`config.mk`:
```
export PLATFORM = sky130hd
export DESIGN_NAME = xbank_csel_top
export DESIGN_NICKNAME = d
export VERILOG_FILES = /design/src/rtl/xb_pkg.sv /design/src/rtl/xb_page_reg.sv /design/src/rtl/xb_ctrl_reg.sv /design/src/rtl/xb_grp_drv.sv /design/src/rtl/xbank_csel_top.sv
export SDC_FILE = /design/constraint.sdc
export NUM_CORES = 1
export LEC_CHECK = 0
export ABC_AREA = 1
export BUFFER_PORTS_ARGS = -buffer_cell sky130_fd_sc_hd__buf_2
export CORE_UTILIZATION = 40
export CTS_CLUSTER_SIZE = 8
export DETAILED_ROUTE_END_ITERATION = 10
export GPL_TIMING_DRIVEN = 0
export PLACE_DENSITY = 0.79
export RECOVER_POWER = 25
export SKIP_LAST_GASP = 1
export SYNTH_ARGS = -nofsm -noshare
export SYNTH_HDL_FRONTEND = slang
export SYNTH_SLANG_ARGS = --single-unit
```
`constraint.sdc`:
```
create_clock -name clk -period 0.8 [get_ports clk]
set_input_delay 0.04 -clock clk [delete_from_list [all_inputs] [get_ports clk]]
set_output_delay 0.04 -clock clk [all_outputs]
set_load 0.03 [all_outputs]
```
`src/rtl/xb_pkg.sv`:
```
// Shared definitions for the external bank and chip-select unit.
// Assumes the core encodes its bus cycle kind in three bits as listed.
package xb_pkg;
    typedef enum logic [2:0] {
        CYC_IDLE   = 3'd0,
        CYC_FETCH  = 3'd1,
        CYC_TBL16  = 3'd2,
        CYC_RD16   = 3'd3,
        CYC_WR16   = 3'd4,
        CYC_RD8    = 3'd5,
        CYC_WR8    = 3'd6
    } cyc_t;

    // True for cycles that address through the 16-bit pointer.
    function automatic logic is_wide(input logic [2:0] c);
        return (c == CYC_TBL16) || (c == CYC_RD16) || (c == CYC_WR16);
    endfunction

    // True for data cycles that address through the 8-bit pointer.
    function automatic logic is_paged(input logic [2:0] c);
        return (c == CYC_RD8) || (c == CYC_WR8);
    endfunction
endpackage

```
`src/rtl/xb_page_reg.sv`:
```
// Page register: holds the upper address byte used by 8-bit-pointer
// data cycles. Assumes register writes are single-cycle strobes.
module xb_page_reg #(
    parameter int          DATA_W   = 8,
    parameter logic [7:0]  REG_ADDR = 8'hA1
) (
    input  logic              clk,
    input  logic              rst_n,
    input  logic              wr_en,
    input  logic [7:0]        addr,
    input  logic [DATA_W-1:0] wdata,
    output logic [DATA_W-1:0] page_q
);
    // Load on a strobed write to this register's address.
    always_ff @(posedge clk) begin
        if (!rst_n)
            page_q <= '0;
        else if (wr_en && addr == REG_ADDR)
            page_q <= wdata;
    end
endmodule

```
`src/rtl/xb_ctrl_reg.sv`:
```
// Extension control register: a mode bit at the top, a bank field at
// the bottom, and reserved bits between them that always read as ones.
// Assumes DATA_W > GRP_W + 1 so that at least one reserved bit exists.
module xb_ctrl_reg #(
    parameter int          DATA_W   = 8,
    parameter int          GRP_W    = 4,
    parameter logic [7:0]  REG_ADDR = 8'hA2
) (
    input  logic              clk,
    input  logic              rst_n,
    input  logic              wr_en,
    input  logic [7:0]        addr,
    input  logic [DATA_W-1:0] wdata,
    output logic              mode_cs,
    output logic [GRP_W-1:0]  bank_q,
    output logic [DATA_W-1:0] rd_view
);
    localparam int RSV_W = DATA_W - 1 - GRP_W;

    // Store only the mode and bank bits; reserved bits carry no state.
    always_ff @(posedge clk) begin
        if (!rst_n) begin
            mode_cs <= 1'b0;
            bank_q  <= '0;
        end else if (wr_en && addr == REG_ADDR) begin
            mode_cs <= wdata[DATA_W-1];
            bank_q  <= wdata[GRP_W-1:0];
        end
    end

    // Merge stored bits with the fixed reserved pattern for reads.
    always_comb rd_view = {mode_cs, {RSV_W{1'b1}}, bank_q};
endmodule

```
`src/rtl/xb_grp_drv.sv`:
```
// Drives the 4-bit group either as a gated bank number or as active-low
// chip selects decoded from the top bits of the driven upper byte.
// Assumes GRP_W is a power of two.
module xb_grp_drv #(
    parameter int DATA_W = 8,
    parameter int GRP_W  = 4
) (
    input  logic              mode_cs,
    input  logic              wide_cyc,
    input  logic [GRP_W-1:0]  bank,
    input  logic [DATA_W-1:0] hi_byte,
    output logic [GRP_W-1:0]  grp
);
    localparam int SEL_W = $clog2(GRP_W);

    logic [SEL_W-1:0] sel;
    logic [GRP_W-1:0] cs_n;

    assign sel = hi_byte[DATA_W-1 -: SEL_W];

    // One active-low select per address region.
    for (genvar g = 0; g < GRP_W; g++) begin : g_cs
        assign cs_n[g] = (sel != SEL_W'(g));
    end

    // Choose chip selects or the bank gated by the cycle kind.
    always_comb begin
        if (mode_cs)
            grp = cs_n;
        else if (wide_cyc)
            grp = bank;
        else
            grp = '0;
    end
endmodule

```
`src/rtl/xbank_csel_top.sv`:
```
// Top of the external bank and chip-select unit. Selects the upper
// address byte, drives the 4-bit group and serves register reads.
// Assumes cyc_type and core_addr are stable for the whole bus cycle.
module xbank_csel_top #(
    parameter int          DATA_W    = 8,
    parameter int          ADDR_W    = 16,
    parameter int          GRP_W     = 4,
    parameter logic [7:0]  PAGE_ADDR = 8'hA1,
    parameter logic [7:0]  CTRL_ADDR = 8'hA2
) (
    input  logic              clk,
    input  logic              rst_n,
    input  logic [7:0]        reg_addr,
    input  logic              reg_wr_en,
    input  logic [DATA_W-1:0] reg_wdata,
    output logic [DATA_W-1:0] reg_rdata,
    input  logic [2:0]        cyc_type,
    input  logic [ADDR_W-1:0] core_addr,
    output logic [DATA_W-1:0] hi_addr,
    output logic [GRP_W-1:0]  grp_out
);
    import xb_pkg::*;

    logic [DATA_W-1:0] page_q;
    logic [DATA_W-1:0] ctrl_view;
    logic [GRP_W-1:0]  bank_q;
    logic              mode_cs;

    xb_page_reg #(.DATA_W(DATA_W), .REG_ADDR(PAGE_ADDR)) u_page (
        .clk(clk), .rst_n(rst_n), .wr_en(reg_wr_en), .addr(reg_addr),
        .wdata(reg_wdata), .page_q(page_q)
    );

    xb_ctrl_reg #(.DATA_W(DATA_W), .GRP_W(GRP_W), .REG_ADDR(CTRL_ADDR)) u_ctrl (
        .clk(clk), .rst_n(rst_n), .wr_en(reg_wr_en), .addr(reg_addr),
        .wdata(reg_wdata), .mode_cs(mode_cs), .bank_q(bank_q),
        .rd_view(ctrl_view)
    );

    // Upper byte comes from the page register on 8-bit-pointer cycles.
    always_comb begin
        if (is_paged(cyc_type))
            hi_addr = page_q;
        else
            hi_addr = core_addr[ADDR_W-1 -: DATA_W];
    end

    xb_grp_drv #(.DATA_W(DATA_W), .GRP_W(GRP_W)) u_grp (
        .mode_cs(mode_cs), .wide_cyc(is_wide(cyc_type)), .bank(bank_q),
        .hi_byte(hi_addr), .grp(grp_out)
    );

    // Register read mux; unmapped addresses read zero.
    always_comb begin
        if (reg_addr == PAGE_ADDR)
            reg_rdata = page_q;
        else if (reg_addr == CTRL_ADDR)
            reg_rdata = ctrl_view;
        else
            reg_rdata = '0;
    end
endmodule

```
; ---- Word-level counts from Yosys, hierarchy flattened
; Cells that the tools add are included.
[classes]
n_eq_ne = 10
n_mux = 5
reduce_logical = 6
[ops]
columns = cell, n
row1 = $mux 8, 3
row2 = $eq 8x8->1 const B, 2
row3 = $eq 3x3->1 const B, 3
row4 = $mux 4, 2
row5 = $eq 3x2->1 const B, 2
row6 = $ne 2x2->1 const B, 2
row7 = $logic_or 1x1->1, 3
row8 = $logic_and 1x1->1, 2
row9 = $ne 2x1->1 const B, 1
row10 = $reduce_bool 2->1, 1
[word_totals]
reg_bits = 13
input_bits = 38
out_inout_bits = 20
word_cells = 24

; ---- Longest topological paths before layout
; Gate-level depths: netlist of the first run.
[logic_depth]
depth_word = 5
mapped_depth = 8
depth_no_buf = 8

; ---- Modules after synthesis
; From an unflattened synthesis of the first run, not the netlist that was laid out.
[unflattened]
hier_cells = 209
area_unflattened_um2 = 1287.5
[modules_own_cells]
columns = mod, instances, cells_each, area_each_um2, seq_area_each_um2
row1 = xb_page_reg, 1, 65, 473.0, 160.2
row2 = xbank_csel_top, 1, 71, 376.6, 0.0
row3 = xb_ctrl_reg, 1, 55, 364.1, 100.1
row4 = xb_grp_drv, 1, 18, 73.8, 0.0

; ---- Least setup slack after synthesis of the first run
; No wires, ideal clock.
[synth_path]
path_type = in2out
start = input reg_addr[4]
end = output reg_rdata[4]
t_arrival_ns = 1.150
required_ns = 0.760
path_slack_ns = -0.390
cell_stages = 5
n_path_buf = 0
cell_sequence = nor2_1 > nand2_2 > clkinv_2 > nand2_2 > o21ai_0
[synth_between]
elab_chain_cells = 3
elab_cells_between_ends = 4
classes_between = 2 x eq/ne / 2 x mux
[synth_rtl]
columns = item, line
row1 = start: declaration, xbank_csel_top.sv:13  ; input logic [7:0] reg_addr,
row2 = $eq 8x8->1, xbank_csel_top.sv:57  ; else if (reg_addr == CTRL_ADDR)
row3 = $mux 8, xbank_csel_top.sv:57
row4 = $mux 8 (*), xbank_csel_top.sv:55  ; if (reg_addr == PAGE_ADDR)
row5 = end: declaration, xbank_csel_top.sv:16  ; output logic [DATA_W-1:0] reg_rdata,
; Mark *: on every way between the ends. The rest lies on a longest branch, timed or not.

; ---- Worst setup path after layout of the first run
[layout_path]
start = register u_page.page_q[6]
end = output grp_out[0]
[layout_between]
elab_chain_cells = 3
[layout_rtl]
columns = item, line
row1 = start: declaration, xb_page_reg.sv:12  ; output logic [DATA_W-1:0] page_q
row2 = start signal: assignment, xb_page_reg.sv:19  ; page_q <= wdata;
row3 = $mux 8, xbank_csel_top.sv:42  ; if (is_paged(cyc_type))
row4 = $reduce_bool 2->1, xb_grp_drv.sv:23  ; assign cs_n[g] = (sel != SEL_W'(g));
row5 = $mux 4, xb_grp_drv.sv:28  ; if (mode_cs)
row6 = end: declaration, xbank_csel_top.sv:20  ; output logic [GRP_W-1:0] grp_out
; Every way passes these cells.

==> results.py, run 1 <==
metrics = {
    "synth": {
        "synth_cell_type_count": 20,
        "synth-seq-area-share_pct": 24.5,
        "yosys.area.top_type_share_pct": 24.5,
        "synth_cells": 187,
        "synth-seq-cells": 13,
        "ys.flop_type": "dfxtp_1",
        "netlist_area_um2": 1060,
        "synthesis.nets": 225,
        "yosys.area.top_type": "dfxtp_1",
        "yosysMostFrequentCell": "nand2_1",
        "synth.area.top_cells": "dfxtp_1, nand2_1, inv_1, nand3_1, nor2_1",
        "synth_commonest_cells": "nand2_1, inv_1, nand3_1",
        "avgSynthCellArea_um2": 5.67,
        "ys_warn_count": 0,
        "ys_async_sr_fraction_pct": 0,
        "synth_edf_count": 0,
    },
    "sta": {
        "slew_headroom_pct": 65.9,
        "worstMarginPinSlew_ns": 0.507,
        "rsz0062_at_grt": "true",
        "fin_ws_ns": -0.463,
        "fin_crit_ns": 1.26,
        "drv_slew": 0,
        "clock_skew_ns": 0,
        "hold_viol_final": 0,
        "fin_setup_tns_ns": -5.24,
        "period_share_pct": 158,
        "setup_viol": 21,
        "max_freq_ghz": 0.792,
    },
    "worst_setup_path": {
        "crit_arrival_ns": 1.22,
        "worstPathRequired_ns": 0.76,
        "reg2reg_slack_ns": 0.04,
        "end_kind": "output port",
        "start_kind": "flip-flop",
        "crit_fanout": 2,
        "setup.worst_path.class": "reg -> out",
    },
    "cts": {
        "cts_tree": "yes",
        "clk-insertion-delay-late_ns": 0.29,
        "cts_made_buffers": 3,
        "clk_pin_slew_ns": 0.08,
        "cts.sinks": 13,
        "root_buffer": "clkbuf_4",
        "clock_path_buffers": 2,
        "htreeDepth": 1,
    },
    "pwr": {
        "vdd_drop_max_uv": 880,
        "leakage_nw": 0.895,
        "power_mw": 1.59,
        "power_density_nw_per_um2": 850,
    },
    "global_routing": {
        "grt_pass1_wl_mm": 4.70,
        "antenna_found_initial": 0,
        "grt_usage_pct": 23.0,
        "grt_pass1_vias": 1218,
        "overflow": 0,
        "grt_max_degree": 11,
    },
    "floorplanning": {
        "core_area_um2": 2500,
        "chipWidth_um": 53.5,
        "start_util_pct": 42.4,
        "rows": 18,
        "dieHeight_um": 53.5,
        "io_pins": 58,
        "die_area_um2": 2860,
    },
    "outcome": {
        "outcome": "complete, but fails checks",
        "violations": "negative setup slack",
    },
    "layout": {
        "area_growth_pct": 76.9,
        "n_fill_cell": 181,
        "fin_area_um2": 1880,
        "multi_input_area_um2": 870,
        "layout-drive-gt1-share_pct": 59.6,
        "diodes": 0,
        "fin_nets": 289,
        "seqCellArea_um2": 278,
    },
    "place": {
        "dpl_cell_area_um2": 1510,
        "pre_cts_slack_ns": -0.297,
        "dp_hpwl_mm": 2.11,
        "io_buffers": 48,
        "gp_congestion": 0.796,
    },
    "drt": {
        "drtIter0Drc": 25,
        "vias_per_cell": 5.00,
        "wl_per_cell_um": 12.8,
        "dr.pass1.iters": 4,
        "drc": 0,
        "wirelength_mm": 3.58,
        "ant_nets": 0,
        "num_vias": 1401,
    },
    "worst_hold_path": {
        "hold_path_class": "in -> reg",
    },
    "flow_run": {
        "maxCapViolCount": 0,
    },
}
cell families after synthesis:
kind of cell           after synthesis  synth area share [%]
AOI/OAI and AO/OA                   15                  7.67
buffers and inverters               47                  17.6
DFF                                 13                  24.5
and+or+nand+nor                    112                  50.2
sequential cells by signal (all words and copies together) (netlist names):
name and count:
u_ctrl.mode_cs 1, u_ctrl.bank_q 4, u_page.page_q 8
metrics by stage:
stage,instances,util [%],hold WS (ns)
5_1_grt,280,75.1,0.112
3_5_place_dp,265,60.2,0.301
4_1_cts,278,69.3,0.0752
3_3_place_gp,265,60.2,0.299
2_1_floorplan,187,-,0.153
6_report,280,75.1,0.0787
worst paths after layout:
path | startpoint | end | depth (start not counted)
max reg2reg | u_page.page_q[1] | u_page.page_q[1] | 5
min reg2reg | u_page.page_q[4] | u_page.page_q[4] | 4
max | u_page.page_q[6] | grp_out[0] | 7
min | reg_wdata[5] | u_page.page_q[5] | 5
timing repair:
| action | 4_1_cts | 5_1_grt |
|---|---|---|
| setup buffers | 7 | 4 |
| hold buffers | 2 | 0 |
| pin swaps | 29 | 23 |
| endpoints found under the setup margin | 21 | 32 |
| resized for setup | 54 | 45 |
| endpoints found under the hold margin | 2 | 0 |
critical path, stage by stage (launching register included):
cell and delay (ns):
dfxtp_2 0.33, inv_2 0.05, nand4_1 0.10, nand2_1 0.12, nand2_1 0.09, nand2_2 0.08, nand2_4 0.04, buf_6 0.13
report_power, final:
group	total (mW)	leakage, nW	switching [mW]	internal [mW]
Clock	0.434	0.0150	0.240	0.194
Combinational	0.516	0.769	0.305	0.211
Sequential	0.645	0.111	0.000928	0.644
Total	1.59	0.895	0.546	1.05
layout by cell type, fill, tap and decap left out, drive strengths merged:
cell,netlist,layout
nor2,23,23
buf,4,60
inv,42,43
o21ai,10,10
clkbuf,0,5
o22ai,5,5
dfxtp,13,13
nand4,4,4
nand3,22,22
nand2,63,63
dlygate4sd3,0,2
per-layer routing:
metal / global-route usage, % / vias up / routed length [um]
met3: 4.31 / 11 / 173
met2: 42.1 / 51 / 1880
met4: 11.0 / 0 / 104
met1: 25.2 / 640 / 1420
met5: 0 / - / 0
li1: - / 699 / -
layout make-up:
class,count,share of cell area [%]
well taps,30,2.00
multi-input cells,127,46.3
clock buffers,4,1.40
repair buffers,59,25.1
flip-flops and latches,13,14.8
inverters,43,9.13
plain buffers,4,1.27
Power figures use the tool's default switching activity.
==> run 2: changes to the inputs <==
--- a/config.mk
+++ b/config.mk
@@ -13,6 +13,7 @@
 export GPL_TIMING_DRIVEN = 0
 export PLACE_DENSITY = 0.79
 export RECOVER_POWER = 25
+export SETUP_SLACK_MARGIN = 0.3
 export SKIP_LAST_GASP = 1
 export SYNTH_ARGS = -nofsm -noshare
 export SYNTH_HDL_FRONTEND = slang
==> results.py, run 2 (synthesis results as in run 1) <==
metrics = {
    "outcome": {
        "outcome": "complete, but fails checks",
        "violations": "negative setup slack",
    },
    "pwr": {
        "power_density_nw_per_um2": 800,
        "p_comb_share_pct": 35.0,
        "p_seq_share_pct": 39.6,
        "swShare_pct": 33.9,
        "vdd_drop_max_uv": 836,
        "p_int_mw": 1.08,
        "leakage_nw": 0.933,
        "power_mw": 1.63,
        "switching_power_uw": 552,
        "clkPwrFrac_pct": 25.3,
    },
    "worst_setup_path": {
        "worstPathCellList": "inv_2, nand4_1, nand2_2, nand2_2, nand2_2, nand2_4, buf_6",
        "cp_common_cell": "nand2_2",
        "worstPathRequired_ns": 0.76,
        "crit_fanout": 2,
        "ff2ff_path_depth": 5,
        "cpPeakStageDelay_ns": 0.33,
        "reg2reg_to": "u_page.page_q[6]",
        "reg2reg_slack_ns": 0.01,
        "setup.worst_path.class": "reg -> out",
        "start_kind": "flip-flop",
        "end_kind": "output port",
        "reg2reg_from": "u_page.page_q[6]",
        "crit_arrival_ns": 1.22,
        "crit_path_top_delay_cell": "dfxtp_2",
    },
    "global_routing": {
        "overflow": 0,
        "use_met3_pct": 1.15,
        "grt_pass1_vias": 1115,
        "grt_usage_pct": 21.2,
        "grtUsageMet1_pct": 25.9,
        "grt_max_degree": 11,
        "antenna_found_initial": 0,
        "grt_util_met2_pct": 38.5,
        "grt_pass1_wl_mm": 4.49,
        "grt_busiest_layer": "met2",
    },
    "floorplanning": {
        "chipWidth_um": 53.5,
        "start_util_pct": 42.4,
        "dieHeight_um": 53.5,
        "rows": 18,
        "core_area_um2": 2500,
        "die_area_um2": 2860,
        "io_pins": 58,
    },
    "worst_hold_path": {
        "hold_path_depth": 3,
        "min_from": "rst_n",
        "hold_path_end": "u_ctrl.bank_q[3]",
        "hold_path_class": "in -> reg",
    },
    "cts": {
        "clk_pin_slew_ns": 0.08,
        "cts_tree": "yes",
        "clk-insertion-delay-late_ns": 0.27,
        "cts_made_buffers": 3,
        "root_buffer": "clkbuf_4",
        "clock_path_buffers": 2,
        "htreeDepth": 1,
        "cts.sinks": 13,
        "cts_hold_buffers": 0,
    },
    "place": {
        "io_buffers": 48,
        "gp_congestion": 0.756,
        "pre_cts_slack_ns": -0.311,
        "dpl_cell_area_um2": 1690,
        "dp_hpwl_mm": 2.11,
    },
    "layout": {
        "top_register": "u_page.page_q",
        "diodes": 0,
        "reg_top3": "u_page.page_q x8, u_ctrl.bank_q x4, u_ctrl.mode_cs x1",
        "largest_reg_flops": 8,
        "layout-drive-gt1-share_pct": 62.4,
        "final_common_cell": "buf_6",
        "fin_area_um2": 2030,
        "area_growth_pct": 91.7,
        "fin_nets": 289,
        "final_cell_mix": "buf_6, nand2_1, buf_2",
    },
    "sta": {
        "max_freq_ghz": 0.792,
        "drv_slew": 0,
        "slew_headroom_pct": 67.7,
        "fin_hold_ws_ns": 0.0203,
        "fin_setup_tns_ns": -5.90,
        "clock_skew_ns": 0,
        "rsz0062_at_grt": "true",
        "setup_viol": 28,
        "fin_crit_ns": 1.26,
        "fin_ws_ns": -0.463,
        "period_share_pct": 158,
        "worstMarginPinSlew_ns": 0.479,
        "hold_viol_final": 0,
    },
    "drt": {
        "dr.pass1.iters": 4,
        "num_vias": 1329,
        "drtIter0Drc": 21,
        "wirelength_mm": 3.35,
        "vias_per_cell": 4.75,
        "drc": 0,
        "ant_nets": 0,
        "wl_per_cell_um": 12.0,
    },
    "flow_run": {
        "maxCapViolCount": 0,
    },
}
## run 2: cell types whose count changed in the layout (fill, tap and decap cells not counted), sizes merged
cell         change
buf              +2
clkinv           +1
dlygate4sd3      -2
inv              -1
## run 2: power groups by stage
stage	sequential [mW]	combinational (mW)	clock (mW)
finish	0.645	0.570	0.412
global route	0.646	0.614	0.432
CTS	0.645	0.541	0.411
detailed placement	0.664	0.490	0
global placement	0.664	0.484	0
floorplan	0.664	0.340	0
## run 2: worst max path at each step
stage,depth (start not counted),start,endpoint,slack [ns]
2_1_floorplan,5,reg_addr[3],reg_rdata[0],-0.04
3_3_place_gp,7,reg_addr[3],reg_rdata[7],-0.30
3_5_place_dp,7,reg_addr[3],reg_rdata[7],-0.31
4_1_cts,6,u_page.page_q[7],grp_out[2],-0.41
5_1_grt,7,u_page.page_q[7],grp_out[0],-0.50
6_report,7,u_page.page_q[7],grp_out[0],-0.46
## run 2: what timing repair did
item                                    CTS  global route
endpoints found under the setup margin   33            33
buffers inserted                          8             3
resized for setup                        66            30
pin swaps                                18            27
## run 2: final cells by class
class	count	area, um^2
clock buffer	4	26.3
multi-input combinational	127	951
sequential	13	277
buffer	4	43.8
timing repair buffer	59	493
fill	165	465
tap	30	37.5
inverter	43	206
## run 2: worst max-delay path: cells and delay by family, from the launching register on
family                 cells  cell delay (ns)
AND/OR/NAND/NOR            5             0.43
flip-flops                 1             0.33
buffers and inverters      2             0.18
## run 2: metrics by stage
stage	instances	utilization (%)
floorplan	187	-
global placement	265	67.4
detailed placement	265	67.4
CTS	277	77.7
global route	280	81.4
finish	280	81.4
## run 2: routing by layer
metal	wire length, um	share of wire, %	vias up
met5	0	0	-
met4	32	0.96	0
met3	133	4.0	4
met2	1680	50	45
met1	1500	45	583
li1	-	-	697
==> run 3: changes to the inputs <==
--- a/config.mk
+++ b/config.mk
@@ -6,6 +6,7 @@
 export NUM_CORES = 1
 export LEC_CHECK = 0
 export ABC_AREA = 1
+export ABC_CLOCK_PERIOD_IN_PS = 800
 export BUFFER_PORTS_ARGS = -buffer_cell sky130_fd_sc_hd__buf_2
 export CORE_UTILIZATION = 40
 export CTS_CLUSTER_SIZE = 8
@@ -13,6 +14,7 @@
 export GPL_TIMING_DRIVEN = 0
 export PLACE_DENSITY = 0.79
 export RECOVER_POWER = 25
+export REMOVE_ABC_BUFFERS = 1
 export SETUP_SLACK_MARGIN = 0.3
 export SKIP_LAST_GASP = 1
 export SYNTH_ARGS = -nofsm -noshare
==> results.py, run 3 (synthesis results as in run 1) <==
metrics = {
    "sta": {
        "setup_viol": 28,
        "worstMarginPinSlew_ns": 0.505,
        "fin_ws_ns": -0.411,
        "max_freq_ghz": 0.826,
        "hold_viol_final": 0,
        "clock_skew_ns": 0,
        "period_share_pct": 151,
        "rsz0062_at_grt": "true",
        "drv_slew": 0,
        "slew_headroom_pct": 66.0,
        "fin_hold_ws_ns": 0.0868,
        "fin_crit_ns": 1.21,
    },
    "drt": {
        "wirelength_mm": 3.22,
        "dr.pass1.iters": 4,
        "drc": 0,
        "drtIter0Drc": 29,
        "num_vias": 1336,
        "ant_nets": 0,
        "wl_per_cell_um": 11.4,
        "vias_per_cell": 4.74,
    },
    "place": {
        "io_buffers": 49,
        "dp.cells": 262,
        "gp_congestion": 0.756,
        "dp_hpwl_mm": 1.79,
        "dpl_cell_area_um2": 1320,
    },
    "pwr": {
        "leakage_nw": 0.910,
        "power_mw": 1.56,
        "power_density_nw_per_um2": 854,
        "p_seq_share_pct": 41.5,
        "swShare_pct": 33.2,
        "clkPwrFrac_pct": 26.1,
        "switching_power_uw": 520,
        "vdd_drop_max_uv": 606,
        "p_int_mw": 1.04,
        "p_comb_share_pct": 32.4,
    },
    "worst_setup_path": {
        "setup.worst_path.class": "reg -> out",
        "crit_fanout": 2,
        "crit_arrival_ns": 1.17,
        "worstPathRequired_ns": 0.76,
        "end_kind": "output port",
        "start_kind": "flip-flop",
    },
    "outcome": {
        "violations": "negative setup slack",
        "outcome": "complete, but fails checks",
    },
    "layout": {
        "largest_reg_flops": 8,
        "final_common_cell": "nand2_1",
        "diodes": 0,
        "layout-drive-gt1-share_pct": 59.9,
        "n_fill_cell": 200,
        "fin_nets": 291,
        "fin_area_um2": 1830,
        "area_growth_pct": 72.4,
        "layout.cells.non_filler": 282,
        "final_cell_mix": "nand2_1, buf_6, buf_2",
        "reg_top3": "u_page.page_q x8, u_ctrl.bank_q x4, u_ctrl.mode_cs x1",
        "top_register": "u_page.page_q",
    },
    "floorplanning": {
        "core_area_um2": 2500,
        "chipWidth_um": 53.5,
        "die_area_um2": 2860,
        "dieHeight_um": 53.5,
        "io_pins": 58,
        "start_util_pct": 42.4,
        "rows": 18,
    },
    "global_routing": {
        "grt_max_degree": 16,
        "overflow": 0,
        "grt_pass1_vias": 1066,
        "grt_usage_pct": 20.6,
        "grt_pass1_wl_mm": 4.28,
        "antenna_found_initial": 0,
    },
    "worst_hold_path": {
        "hold_path_class": "in -> reg",
    },
    "cts": {
        "cts.sinks": 13,
        "cts_hold_buffers": 0,
        "htreeDepth": 1,
        "cts_made_buffers": 3,
        "root_buffer": "clkbuf_4",
        "clock_path_buffers": 2,
        "cts_tree": "yes",
        "clk_pin_slew_ns": 0.08,
        "clk-insertion-delay-late_ns": 0.27,
    },
    "flow_run": {
        "maxCapViolCount": 0,
    },
}
==> run 3: changes by cell type in the layout (fill, tap and decap cells not counted), sizes merged <==
cell / change
buf: +3
clkbuf: -2
clkinv: +1
==> run 3: metrics by stage <==
step | util (%) | setup TNS (ns) | setup WS, ns
floorplan | - | -3.12 | -0.390
finish | 73.2 | -5.30 | -0.411
detailed placement | 52.8 | -4.70 | -0.264
global route | 73.2 | -6.61 | -0.451
global placement | 52.8 | -4.60 | -0.264
CTS | 62.5 | -4.70 | -0.377
==> run 3: worst max-delay path, stage by stage (launching register included) <==
cell,delay (ns)
dfxtp_2,0.34
inv_2,0.06
nand4_1,0.09
nand2_1,0.10
nand2_1,0.06
nand2_1,0.07
nand2_2,0.06
buf_6,0.13
==> run 3: repair_timing <==
action                     4_1_cts  5_1_grt
buffers inserted                 8        8
pin swaps                       30       36
gates resized for setup         69       61
setup endpoints to repair       33       33
==> run 3: routing by layer <==
metal	GRT usage, %	wire, um	part of all wire [%]	up-vias
li1	-	-	-	704
met1	24.2	1350	42	580
met2	37.3	1670	52	46
met3	2.01	128	4.0	6
met4	9.21	72	2.2	0
met5	0	0	0	-
==> run 3: cell type report <==
cell class | instances | area [um^2] | area share, %
Timing Repair Buffer | 65 | 528 | 28.9
Clock buffer | 3 | 22.5 | 1.23
Clock inverter | 1 | 5.00 | 0.274
Multi-Input combinational cell | 127 | 793 | 43.4
Sequential cell | 13 | 274 | 15.0
Inverter | 43 | 169 | 9.23
Tap cell | 30 | 37.5 | 2.05
==> run 3: worst paths after layout <==
path                                        from               end  slack [ns]  cells past startpoint
worst min register to register  u_page.page_q[4]  u_page.page_q[4]        0.53                      4
worst min-delay path                reg_wdata[6]  u_page.page_q[6]        0.09                      5
worst max register to register  u_page.page_q[6]  u_page.page_q[6]       -0.13                      7
worst max-delay path            u_page.page_q[7]        grp_out[1]       -0.41                      7
==> run 3: power groups by stage <==
| stage | combinational (mW) | sequential, mW | clock, mW |
|---|---|---|---|
| after CTS | 0.410 | 0.648 | 0.416 |
| after floorplan | 0.212 | 0.664 | 0 |
| final | 0.506 | 0.648 | 0.409 |
| after detailed placement | 0.365 | 0.664 | 0 |
| after global routing | 0.550 | 0.649 | 0.436 |
| after global placement | 0.361 | 0.664 | 0 |
